==> config.mk <==
export PLATFORM = sky130hd
export DESIGN_NAME = nzvc_alu
export DESIGN_NICKNAME = d
export VERILOG_FILES = /design/src/rtl/nzvc_alu_pkg.sv /design/src/rtl/nzvc_rstsync.sv /design/src/rtl/nzvc_addsub.sv /design/src/rtl/nzvc_shift.sv /design/src/rtl/nzvc_ccreg.sv /design/src/rtl/nzvc_alu.sv
export SDC_FILE = /design/constraint.sdc
export NUM_CORES = 1
export LEC_CHECK = 0
export ABC_AREA = 1
export BUFFER_PORTS_ARGS = -buffer_cell sky130_fd_sc_hd__buf_2
export CAP_MARGIN = 10
export CELL_PAD_IN_SITES_DETAIL_PLACEMENT = 1
export CELL_PAD_IN_SITES_GLOBAL_PLACEMENT = 1
export CORE_MARGIN = 5
export CORE_UTILIZATION = 46
export DETAILED_ROUTE_END_ITERATION = 10
export GPL_TIMING_DRIVEN = 0
export PLACE_DENSITY = 0.95
export SKIP_CTS_REPAIR_TIMING = 1
export SYNTH_ARGS = -nofsm -noshare
export SYNTH_HDL_FRONTEND = slang
export SYNTH_HIERARCHICAL = 1
export SYNTH_SLANG_ARGS = --single-unit
export TNS_END_PERCENT = 5
==> constraint.sdc <==
create_clock -name clk_i -period 8.3 [get_ports clk_i]
set_input_delay 0.415 -clock clk_i [delete_from_list [all_inputs] [get_ports clk_i]]
set_output_delay 0.415 -clock clk_i [all_outputs]
set_load 0.05 [all_outputs]
==> src/rtl/nzvc_alu_pkg.sv <==
package nzvc_alu_pkg;

  typedef enum logic [3:0] {
    OP_ADD   = 4'h0,
    OP_SUB   = 4'h1,
    OP_CMPB  = 4'h2,
    OP_CMPW  = 4'h3,
    OP_TST   = 4'h4,
    OP_AND   = 4'h5,
    OP_EOR   = 4'h6,
    OP_BIT   = 4'h7,
    OP_CLR   = 4'h8,
    OP_COM   = 4'h9,
    OP_NEG   = 4'hA,
    OP_LSL   = 4'hB,
    OP_ASR   = 4'hC,
    OP_MUL   = 4'hD,
    OP_MASK  = 4'hE,
    OP_NOP   = 4'hF
  } alu_op_e;

  localparam int unsigned FLAG_W = 4;
  localparam int unsigned FLG_C  = 0;
  localparam int unsigned FLG_V  = 1;
  localparam int unsigned FLG_Z  = 2;
  localparam int unsigned FLG_N  = 3;

  typedef struct packed {
    logic              wr;
    logic              wide;
    logic [FLAG_W-1:0] upd;
  } op_ctl_t;

  function automatic op_ctl_t decode_op(alu_op_e op);
    op_ctl_t c;
    c.wr   = 1'b0;
    c.wide = 1'b0;
    c.upd  = 4'b0000;
    unique case (op)
      OP_ADD, OP_SUB, OP_COM, OP_NEG,
      OP_LSL, OP_ASR, OP_CLR:  begin c.wr = 1'b1; c.upd = 4'b1111; end
      OP_AND, OP_EOR:          begin c.wr = 1'b1; c.upd = 4'b1110; end
      OP_BIT:                  c.upd = 4'b1110;
      OP_CMPB, OP_TST, OP_MASK: c.upd = 4'b1111;
      OP_CMPW:                 begin c.wide = 1'b1; c.upd = 4'b1111; end
      OP_MUL:                  begin c.wr = 1'b1; c.wide = 1'b1; c.upd = 4'b0001; end
      default:                 c.upd = 4'b0000;
    endcase
    return c;
  endfunction

endpackage

==> src/rtl/nzvc_rstsync.sv <==
module nzvc_rstsync #(
  parameter int unsigned STAGES = 2
) (
  input  logic clk_i,
  input  logic rst_ni,
  output logic rst_sn_o
);
  logic [STAGES-1:0] sync_q;
  logic [STAGES-1:0] sync_d;

  always_comb begin
    sync_d = {sync_q[STAGES-2:0], 1'b1};
  end

  always_ff @(posedge clk_i or negedge rst_ni) begin
    if (!rst_ni) sync_q <= '0;
    else         sync_q <= sync_d;
  end

  assign rst_sn_o = sync_q[STAGES-1];
endmodule

==> src/rtl/nzvc_addsub.sv <==
module nzvc_addsub #(
  parameter int unsigned W = 8
) (
  input  logic         sub_i,
  input  logic [W-1:0] x_i,
  input  logic [W-1:0] y_i,
  output logic [W-1:0] sum_o,
  output logic         c_o,
  output logic         v_o
);
  localparam int unsigned MSB = W - 1;

  logic [W-1:0] y_eff;
  logic [W:0]   full;

  always_comb begin
    y_eff = sub_i ? ~y_i : y_i;
    full  = {1'b0, x_i} + {1'b0, y_eff} + {{W{1'b0}}, sub_i};
    sum_o = full[W-1:0];
    // carry for add, borrow (inverted carry) for subtract
    c_o   = sub_i ? ~full[W] : full[W];
    v_o   = (x_i[MSB] == y_eff[MSB]) && (sum_o[MSB] != x_i[MSB]);
  end
endmodule

==> src/rtl/nzvc_shift.sv <==
module nzvc_shift #(
  parameter int unsigned W = 8
) (
  input  logic         right_i,
  input  logic [W-1:0] d_i,
  output logic [W-1:0] q_o,
  output logic         out_o
);
  localparam int unsigned MSB = W - 1;

  always_comb begin
    if (right_i) begin
      q_o   = {d_i[MSB], d_i[MSB:1]};
      out_o = d_i[0];
    end else begin
      q_o   = {d_i[MSB-1:0], 1'b0};
      out_o = d_i[MSB];
    end
  end
endmodule

==> src/rtl/nzvc_ccreg.sv <==
module nzvc_ccreg
  import nzvc_alu_pkg::*;
(
  input  logic              clk_i,
  input  logic              rst_sn_i,
  input  logic              we_i,
  input  logic [FLAG_W-1:0] upd_i,
  input  logic [FLAG_W-1:0] nx_i,
  output logic [FLAG_W-1:0] ccr_o
);
  logic [FLAG_W-1:0] ccr_q;
  logic [FLAG_W-1:0] ccr_d;

  always_comb begin
    ccr_d = ccr_q;
    if (we_i) ccr_d = (upd_i & nx_i) | (~upd_i & ccr_q);
  end

  always_ff @(posedge clk_i or negedge rst_sn_i) begin
    if (!rst_sn_i) ccr_q <= '0;
    else           ccr_q <= ccr_d;
  end

  assign ccr_o = ccr_q;

  // disabled writes leave the nibble alone
  assert_hold_when_off_R11: assert property (@(posedge clk_i) disable iff (!rst_sn_i)
    !we_i |=> $stable(ccr_q));

  // flags outside the update set keep their value
  assert_keep_unselected_R11: assert property (@(posedge clk_i) disable iff (!rst_sn_i)
    (we_i && upd_i == 4'b0001) |=> (ccr_q[3:1] == $past(ccr_q[3:1])));
endmodule

==> src/rtl/nzvc_alu.sv <==
module nzvc_alu
  import nzvc_alu_pkg::*;
#(
  parameter int unsigned DW = 8
) (
  input  logic            clk_i,
  input  logic            rst_ni,
  input  logic [3:0]      op_i,
  input  logic [2*DW-1:0] opa_i,
  input  logic [2*DW-1:0] opb_i,
  input  logic            flag_we_i,
  output logic [2*DW-1:0] res_o,
  output logic            res_wr_o,
  output logic [3:0]      ccr_o
);
  localparam int unsigned WW  = 2 * DW;
  localparam int unsigned MSB = DW - 1;

  alu_op_e     op;
  op_ctl_t     ctl;
  logic        rst_sn;

  logic [DW-1:0] a8;
  logic [DW-1:0] b8;
  logic [DW-1:0] as_x;
  logic [DW-1:0] as_y;
  logic [DW-1:0] as_sum;
  logic          as_c;
  logic          as_v;
  logic          as_sub;

  logic [WW-1:0] cw_sum;
  logic          cw_c;
  logic          cw_v;

  logic [DW-1:0] sh_q;
  logic          sh_out;
  logic [WW-1:0] prod;

  logic [DW-1:0]     byte_res;
  logic              v_nx;
  logic              c_nx;
  logic [FLAG_W-1:0] flags_nx;
  logic [FLAG_W-1:0] ccr_q;
  logic              n_bit;
  logic              z_bit;

  assign op  = alu_op_e'(op_i);
  assign ctl = decode_op(op);
  assign a8  = opa_i[DW-1:0];
  assign b8  = opb_i[DW-1:0];

  nzvc_rstsync #(.STAGES(2)) u_rst (
    .clk_i    (clk_i),
    .rst_ni   (rst_ni),
    .rst_sn_o (rst_sn)
  );

  // byte adder shared by add, subtract, compare, test and negate
  always_comb begin
    as_x   = (op == OP_NEG) ? '0 : a8;
    as_y   = (op == OP_NEG) ? a8 : ((op == OP_TST) ? '0 : b8);
    as_sub = (op != OP_ADD);
  end

  nzvc_addsub #(.W(DW)) u_as_byte (
    .sub_i (as_sub),
    .x_i   (as_x),
    .y_i   (as_y),
    .sum_o (as_sum),
    .c_o   (as_c),
    .v_o   (as_v)
  );

  nzvc_addsub #(.W(WW)) u_as_wide (
    .sub_i (1'b1),
    .x_i   (opa_i),
    .y_i   (opb_i),
    .sum_o (cw_sum),
    .c_o   (cw_c),
    .v_o   (cw_v)
  );

  nzvc_shift #(.W(DW)) u_shift (
    .right_i (op == OP_ASR),
    .d_i     (a8),
    .q_o     (sh_q),
    .out_o   (sh_out)
  );

  assign prod = WW'(a8) * WW'(b8);

  always_comb begin
    byte_res = '0;
    v_nx     = 1'b0;
    c_nx     = ccr_q[FLG_C];
    unique case (op)
      OP_ADD, OP_SUB, OP_CMPB, OP_NEG: begin
        byte_res = as_sum;
        v_nx     = as_v;
        c_nx     = as_c;
      end
      OP_TST: begin
        byte_res = as_sum;
        c_nx     = 1'b0;
      end
      OP_AND, OP_BIT: byte_res = a8 & b8;
      OP_EOR:         byte_res = a8 ^ b8;
      OP_CLR:         c_nx     = 1'b0;
      OP_COM: begin
        byte_res = ~a8;
        c_nx     = 1'b1;
      end
      OP_LSL, OP_ASR: begin
        byte_res = sh_q;
        c_nx     = sh_out;
        v_nx     = sh_q[MSB] ^ sh_out;
      end
      OP_CMPW: begin
        v_nx = cw_v;
        c_nx = cw_c;
      end
      OP_MUL:  c_nx = prod[MSB];
      default: byte_res = '0;
    endcase
  end

  always_comb begin
    if (op == OP_CMPW) res_o = cw_sum;
    else if (op == OP_MUL) res_o = prod;
    else res_o = {{DW{1'b0}}, byte_res};
    n_bit = ctl.wide ? res_o[WW-1] : res_o[MSB];
    z_bit = ctl.wide ? (res_o == '0) : (res_o[DW-1:0] == '0);
    if (op == OP_MASK) begin
      flags_nx = ccr_q & opb_i[FLAG_W-1:0];
    end else begin
      flags_nx        = '0;
      flags_nx[FLG_N] = n_bit;
      flags_nx[FLG_Z] = z_bit;
      flags_nx[FLG_V] = v_nx;
      flags_nx[FLG_C] = c_nx;
    end
  end

  assign res_wr_o = ctl.wr;

  nzvc_ccreg u_ccr (
    .clk_i    (clk_i),
    .rst_sn_i (rst_sn),
    .we_i     (flag_we_i),
    .upd_i    (ctl.upd),
    .nx_i     (flags_nx),
    .ccr_o    (ccr_q)
  );

  assign ccr_o = ccr_q;

  // clear always lands on Z alone
  assert_clear_flags_R6: assert property (@(posedge clk_i) disable iff (!rst_sn)
    (flag_we_i && op == OP_CLR) |=> (ccr_q == 4'b0100));

  // shifts leave V equal to N xor C
  assert_shift_v_R8: assert property (@(posedge clk_i) disable iff (!rst_sn)
    (flag_we_i && (op == OP_LSL || op == OP_ASR)) |=>
      (ccr_q[FLG_V] == (ccr_q[FLG_N] ^ ccr_q[FLG_C])));

  // multiply carry follows product bit 7
  assert_mul_carry_R9: assert property (@(posedge clk_i) disable iff (!rst_sn)
    (flag_we_i && op == OP_MUL) |=> (ccr_q[FLG_C] == $past(res_o[MSB])));

  // mask ANDs the previous nibble
  assert_mask_and_R10: assert property (@(posedge clk_i) disable iff (!rst_sn)
    (flag_we_i && op == OP_MASK) |=>
      (ccr_q == ($past(ccr_q) & $past(opb_i[FLAG_W-1:0]))));

  // test clears V and C
  assert_test_vc_R4: assert property (@(posedge clk_i) disable iff (!rst_sn)
    (flag_we_i && op == OP_TST) |=> (ccr_q[1:0] == 2'b00));

  // compare never marks a write
  always_comb begin
    if (rst_sn && (op == OP_CMPB || op == OP_CMPW || op == OP_TST || op == OP_BIT))
      assert_no_write_R3: assert (!res_wr_o);
  end
endmodule

==> results of run 1 <==
[path summary, 6_finish.rpt]
path	to	slack (ps)	cells past startpoint
max in group asynchronous	u_rst/sync_q[0]	7680	2
worst max-delay path	res_o[14]	3000	21
worst min-delay path	async pin	60	0
min in group clk_i	u_rst/sync_q[1]	350	0
worst max register to register	flip-flop	7280	4
worst min register to register	async pin	60	0
[cells by family after synthesis]
kind of cell | count (synthesis) | share of synthesized area (%)
other | 2 | 0.139
AOI/OAI and AO/OA | 54 | 5.76
adders and majority gates | 106 | 29.9
and+or+nand+nor | 484 | 38.9
DFF | 6 | 2.79
xor gates and xnor gates | 37 | 6.15
buffers and inverters | 226 | 16.4
[Yosys cell counts, drive strengths merged (2+ instances only)]
library cell  count
a21o              2
dfrtp             6
nand4            13
xnor2             5
fa               38
a21oi            26
nand3            67
conb              2
o21bai            5
clkbuf           17
nor2             75
nor3              5
buf               7
xor2             32
and2              2
nand2           316
a31oi             2
nand3b            2
o21ai            15
ha               68
o22ai             2
inv             202
or2               3
[stage by stage]
stage	instances	utilization (%)	hold WS, ps
2_1_floorplan	915	-	40.3
3_3_place_gp	1116	51.1	56.8
3_5_place_dp	1116	51.1	61.3
4_1_cts	1119	51.7	-27.2
5_1_grt	1120	51.8	75.9
6_report	1120	51.8	57.2
[per-layer routing]
| metal | global-route usage (%) | up-vias | routed length (um) |
|---|---|---|---|
| li1 | - | 2886 | - |
| met1 | 31.5 | 2858 | 7600 |
| met2 | 46.8 | 136 | 9300 |
| met3 | 3.15 | 34 | 957 |
| met4 | 6.74 | 0 | 511 |
| met5 | 0 | - | 0 |
[critical path, cell delays in order]
cell,delay (ps)
buf_2,150
clkbuf_1,410
nand2_1,180
fa_1,550
fa_1,570
inv_1,60
fa_1,480
inv_1,60
fa_1,520
inv_1,50
ha_1,350
nand2_1,100
nand2_1,100
a21oi_1,190
nand2_1,90
nand2_1,90
nand2_1,60
nand2_1,60
nand3_1,60
nand2_1,80
buf_2,260
[power by group through the flow]
stage / combinational [mW] / sequential (mW) / clock, mW
2_1_floorplan: 0.568 / 0.0494 / 0
3_3_place_gp: 0.742 / 0.0378 / 0
3_5_place_dp: 0.785 / 0.0377 / 0
4_1_cts: 0.790 / 0.0378 / 0.0776
5_1_grt: 0.893 / 0.0382 / 0.0822
6_report: 0.792 / 0.0377 / 0.0765
[final cells by class]
cell class | instances | share of cell area [%]
well taps | 143 | 3.01
repair buffers | 59 | 5.05
flip-flops and latches | 6 | 2.53
plain buffers | 24 | 2.02
multi-input cells | 683 | 73.3
clock buffers | 3 | 1.26
inverters | 202 | 12.8
==> impl_metrics.yaml, run 1 <==
sta:
  fin_crit_ps: 5300
  tns_ps: 0
  fin_ws_ps: 3000
  clock-skew-final_ps: 2.81
  tightest_slew_ps: 687
  final-setup-viol-count: 0
  relSlewSlack_pct: 54.1
  fmax_mhz: 189
  hold_viol_final: 0
  post-route-period-util_pct: 63.9
  rsz0062_at_grt: "false"
  slew_viol_final: 0
finish:
  final_common_cell: "nand2_1"
  fin_area_sq_mm: 0.00594
  drive_gt1_share_pct: 11.4
  ff_latch_area_sq_um: 150
  n_antenna_cell: 0
  areaGrowthSynthToFinish_pct: 10.3
  nFillCells: 1648
  nets: 1124
  most-common-layout-cells: "300 x nand2_1, 195 x inv_1, 68 x ha_1"
  multi_input_area_sq_mm: 0.00435
power_and_ir_drop:
  power_leakage_nw: 3.82
  p_sw_mw: 0.551
  combPwrFrac_pct: 87.4
  clkPwrFrac_pct: 8.4
  irDropWorstVdd_mv: 0.195
  power.density_mw_per_mm2: 152
  p_sw_share_pct: 60.8
  p_int_mw: 0.355
  sequentialPowerShare_pct: 4.2
  total_power_mw: 0.906
synth:
  yosys.area.top_type: "nand2_1"
  synth_edf_count: 0
  synth_top_area_share_pct: 20.9
  synth.area.top_cells: "nand2_1 21%, ha_1 16%, fa_1 14%"
  ys_seq_area_share_pct: 2.79
  synth-seq-cells: 6
  synth_cell_type_count: 41
  synth_flop_cell: "dfrtp_1"
  avgSynthCellArea_sq_um: 5.89
  syn_nets: 1060
  synth_area_sq_mm: 0.00539
  synth_cells: 915
  yosys_warnings: 6
  synth-async-reset-ratio_pct: 100
routing:
  wire_per_inst_um: 16.4
  drt_pass1_iterations: 4
  routed_via_density: 5.28
  drt_iter0_drc: 295
  drt_wl_total_um: 18400
  drc: 0
  ant_nets: 0
  via_count: 5914
setup_path:
  critical_path.startpoint: "opb_i[2]"
  timing.critical_path.required_ps: 7890
  crit_arrival_ps: 4890
  cp_max_fo: 9
  end_kind: "output pin"
  critPathLaunchType: "primary input"
  crit_type: "primary input to output pin"
placement:
  port_buffers: 58
  place_area_sq_mm: 0.00586
  dpl_worst_slack_ps: 2790
  dp_hpwl_um: 16100
  gp_congestion: 0.941
grt:
  antenna_found_initial: 0
  grt-ovfl-total: 0
  grt_usage_pct: 25.6
  grt_max_degree: 11
  grt_pass1_wl_um: 29800
  grt_pass1_vias: 6261
cts:
  cts_tree: "done"
  numCtsBuffers: 3
  cts_sinks: 6
  cts-root-buf: "clkbuf_16"
  clk_latency_ps: 230
  h-tree-depth: 1
  clockBufferDepth: 2
  clkTransAtPathRegs_ps: 30
job:
  max_cap_viol_count: 0
run_status:
  status: "complete, no violations"
min_path:
  min_path_type: "flip-flop to async pin"
die:
  die_h_um: 118
  rows: 39
  start_util_pct: 47.0
  fp.dieW_um: 118
  dieArea_sq_mm: 0.0140
  core_sq_mm: 0.0115
  ios: 60
No activity file was read; power rests on OpenSTA's default activity.
==> inputs of run 2 (changes only) <==
- CORE_UTILIZATION: 46 -> 43
- PLACE_DENSITY: 0.95 -> 0.93
- clock period: 8.3 -> 5.05 ns (I/O delays scaled with it)
==> run 2 against run 1 <==
Net effect: via count is 1.3% lower; hold slack hardly changed; register-to-register slack worse by 3300 ps; highest routed layer unchanged; worst setup slack worse by 2600 ps; critical path depth is 6 higher; clock power is 67% higher; clock skew is 0.91 ps higher; die area is 6.4% higher; critical path type is now primary input to flip-flop; non-clock buffer count is 9 lower; count of clock-buffer cells in the layout stayed put.
==> impl_metrics.yaml, run 2 (synthesized netlist as in run 1, its figures left out) <==
run_status:
  status: "complete, no violations"
grt:
  grt_use_met2_pct: 44.3
  grtUsageMet1_pct: 31.2
  grt-ovfl-total: 0
  grt_usage_pct: 24.8
  antenna_found_initial: 0
  grt_pass1_vias: 6149
  grt_pass1_wl_um: 29500
  grt-busiest-layer: "met2"
  grt_max_degree: 11
  grt_use_met3_pct: 2.74
finish:
  nets: 1115
  final_util_pct: 49.0
  final_common_cell: "nand2_1"
  most-common-layout-cells: "300 x nand2_1, 195 x inv_1, 67 x ha_1"
  areaGrowthSynthToFinish_pct: 10.6
  nFillCells: 1764
  drive_gt1_share_pct: 12.2
  n_antenna_cell: 0
  fin_cells: 1136
placement:
  placed_cells: 1141
  port_buffers: 58
  gp_congestion: 0.940
  dp_hpwl_um: 15600
routing:
  ant_nets: 0
  drt_wl_total_um: 18000
  routed_via_density: 5.14
  drt_iter0_drc: 275
  via_count: 5835
  wire_per_inst_um: 15.9
  drc: 0
  drt_pass1_iterations: 4
cts:
  clkTransAtPathRegs_ps: 40
  cts_sinks: 6
  h-tree-depth: 1
  clockBufferDepth: 2
  cts_tree: "done"
  cts-root-buf: "clkbuf_16"
  clk_latency_ps: 230
  numCtsBuffers: 3
setup_path:
  crit_arrival_ps: 4840
  cp_max_fo: 8
  reg2reg_depth: 4
  max_stage_delay_ps: 530
  critical_path.startpoint: "opa_i[2]"
  slowest_stage: "fa_1"
  worst_path_most_repeated_cell: "nand2_1"
  crit_type: "primary input to flip-flop"
  r2r_slack_ps: 4030
  timing.critical_path.required_ps: 5210
  critPathLaunchType: "primary input"
  end_kind: "flip-flop"
power_and_ir_drop:
  power_leakage_nw: 3.83
  power.density_mw_per_mm2: 250
  irDropWorstVdd_mv: 0.141
die:
  die_h_um: 122
  core_sq_mm: 0.0122
  start_util_pct: 44.3
  fp.dieW_um: 122
  dieArea_sq_mm: 0.0149
  rows: 40
  ios: 60
min_path:
  min_path_type: "flip-flop to async pin"
sta:
  hold_viol_final: 0
  tightest_slew_ps: 653
  post-route-period-util_pct: 92.7
  rsz0062_at_grt: "false"
  clock-skew-final_ps: 3.71
  fin_crit_ps: 4680
  final-setup-viol-count: 0
  slew_viol_final: 0
  relSlewSlack_pct: 56.3
  fmax_mhz: 214
job:
  max_cap_viol_count: 0
run 2: layout make-up:
type	count	area, sq um	share of cell area [%]
multi-input combinational	683	4360	73.2
clock buffer	3	75.1	1.26
timing repair buffer	59	300	5.04
inverter	202	763	12.8
sequential	6	150	2.52
tap	168	210	3.53
buffer	15	100	1.68
run 2: worst max-delay path, delay by kind of cell:
kind | cells | cell delay (ps)
simple gates | 16 | 1520
buf+inv | 6 | 670
fa+ha+maj | 5 | 2360
run 2: routing by layer:
metal,up-vias,part of all wire [%]
li1,2867,-
met1,2784,42
met2,151,49
met3,33,5.9
met4,0,3.2
met5,-,0
run 2: worst min-delay path by stage:
stage                                from               to  slack (ps)
after floorplan                    rst_ni  u_rst/sync_q[0]         -40
after global placement             rst_ni  u_rst/sync_q[1]          40
after detailed placement           rst_ni  u_rst/sync_q[1]          40
after CTS                          rst_ni  u_rst/sync_q[1]        -200
after global routing      u_rst/sync_q[1]        async pin          80
final                     u_rst/sync_q[1]        async pin          60
run 2: where the power goes:
part,internal [mW],switching [mW]
clock,0.102,0.0262
sequential,0.0550,0.00783
combinational,0.430,0.867
total,0.587,0.901
run 2: stage by stage:
step	cell area, sq um	worst slack, ps	power (mW)	TNS, ps	hold WS, ps
4_1_cts	5960	-39.5	1.49	-39.5	-199
3_5_place_dp	5890	-201	1.35	-201	40.3
6_report	5960	367	1.49	0	57.0
2_1_floorplan	5390	512	1.01	0	-43.1
5_1_grt	5960	16.2	1.66	0	81.6
3_3_place_gp	5890	-44.4	1.29	-44.4	40.0
==> inputs of run 3 (changes only) <==
- GPL_TIMING_DRIVEN: 0 -> default
==> run 3 against run 2 <==
Net effect: fmax grew 0.89%; register-to-register slack gained 60 ps; sequential cell count is the same; largest cell class unchanged; largest power group unchanged; highest routed layer unchanged.
==> impl_metrics.yaml, run 3 (synthesized netlist as in run 1, its figures left out) <==
run_status:
  status: "complete, no violations"
cts:
  cts-root-buf: "clkbuf_16"
  h-tree-depth: 1
  numCtsBuffers: 3
  clk_latency_ps: 230
  cts_tree: "done"
  cts_sinks: 6
  clkTransAtPathRegs_ps: 30
  clockBufferDepth: 2
sta:
  relSlewSlack_pct: 46.8
  tns_ps: 0
  fin_crit_ps: 4640
  slew_viol_final: 0
  rsz0062_at_grt: "false"
  hold_viol_final: 0
  post-route-period-util_pct: 91.9
  holdWs_ps: 56.4
  clock-skew-final_ps: 0.254
  tightest_slew_ps: 794
  final-setup-viol-count: 0
  fmax_mhz: 215
routing:
  drt_pass1_iterations: 6
  top_layer_used: "met4"
  wl_met2_um: 8990
  drt_wl_total_um: 18300
  wl_met3_um: 1210
  drt_iter0_drc: 260
  via_count: 5956
  ant_nets: 0
  wl_met1_um: 7620
  routed_via_density: 5.30
  drc: 0
  wire_per_inst_um: 16.3
power_and_ir_drop:
  power_leakage_nw: 3.78
  power.density_mw_per_mm2: 253
  irDropWorstVdd_mv: 0.110
setup_path:
  worst_path_most_repeated_cell: "nand2_1"
  path_depth: 24
  crit_type: "primary input to flip-flop"
  cp_max_fo: 12
  r2r_slack_ps: 4090
  reg2reg_depth: 4
  max_stage_delay_ps: 540
  critical_path.startpoint: "opa_i[4]"
  critPathLaunchType: "primary input"
  end_kind: "flip-flop"
  crit_arrival_ps: 4800
  slowest_stage: "fa_1"
  crit_chain: "buf_2 -> nand2_1 -> fa_1 -> fa_1 -> inv_1 -> fa_1 -> inv_1 -> fa_1 -> inv_1 -> ha_1 -> nand2_1 -> inv_1 -> nand3_1 -> a21oi_1 -> nor2_1 -> nor2_1 -> nand2_1 -> nor2_1 -> nand2_1 -> nor2_1 -> nand2_1 -> nand2_1 -> nand3_1 -> nand2_1"
  critical_path_buf_inv_count: 5
  timing.critical_path.required_ps: 5210
  critPathTopFamily: "adder cells"
grt:
  grt_usage_pct: 24.7
  antenna_found_initial: 0
  grt_pass1_wl_um: 29800
  grt-ovfl-total: 0
  grt_pass1_vias: 6188
  grt_max_degree: 20
placement:
  gp_congestion: 0.945
  dp_hpwl_um: 15700
  port_buffers: 59
die:
  ios: 60
  core_sq_mm: 0.0122
  rows: 40
  fp.dieW_um: 122
  dieArea_sq_mm: 0.0149
  start_util_pct: 44.3
  die_h_um: 122
min_path:
  min_path_type: "flip-flop to async pin"
finish:
  final_util_pct: 48.2
  n_antenna_cell: 0
  nets: 1102
  most-common-layout-cells: "300 x nand2_1, 195 x inv_1, 68 x ha_1"
  final_common_cell: "nand2_1"
  nFillCells: 1724
  drive_gt1_share_pct: 11.1
  areaGrowthSynthToFinish_pct: 8.87
job:
  max_cap_viol_count: 0
[run 3: changes by cell type in the layout (fill, tap and decap cells not counted)]
cell / delta
buf_2: -4
buf_6: -3
clkbuf_1: -3
clkbuf_4: -3
ha_1: +1
ha_2: -1
nor2_1: +1
nor2_2: -1
[run 3: final cells by class]
type	count	area (sq um)	share of cell area (%)
well taps	168	210	3.58
inverters	202	763	13.0
clock buffers	3	75.1	1.28
flip-flops and latches	6	150	2.56
multi-input cells	683	4350	74.2
repair buffers	61	313	5.33
[run 3: how the worst min path moves through the flow]
stage | start | to | slack (ps) | cells past startpoint
after detailed placement | rst_ni | u_rst/sync_q[1] | 40 | 1
final | u_rst/sync_q[1] | async pin | 60 | 0
after floorplan | rst_ni | u_rst/sync_q[0] | -40 | 0
after global placement | rst_ni | u_rst/sync_q[1] | 40 | 1
after global routing | u_rst/sync_q[1] | async pin | 70 | 0
after CTS | rst_ni | u_rst/sync_q[0] | -200 | 1
[run 3: through the flow]
step / instances / setup WS (ps) / power, mW / cell area (sq um)
after CTS: 1122 / 428 / 1.48 / 5860
after detailed placement: 1119 / 200 / 1.35 / 5780
after global routing: 1123 / 70.2 / 1.66 / 5870
after global placement: 1119 / 387 / 1.29 / 5780
final: 1123 / 408 / 1.48 / 5870
after floorplan: 915 / 512 / 1.01 / 5390
[run 3: power breakdown]
group | internal, mW | total (mW) | switching (mW) | leakage (nW)
Sequential | 0.0551 | 0.0621 | 0.00704 | 0.0762
Combinational | 0.425 | 1.29 | 0.869 | 3.66
Clock | 0.101 | 0.126 | 0.0242 | 0.0370
[run 3: per-layer routing]
metal | up-vias | GRT usage [%]
met5 | - | 0
met4 | 0 | 7.00
met3 | 47 | 3.76
met2 | 188 | 44.1
met1 | 2876 | 30.9
li1 | 2845 | -
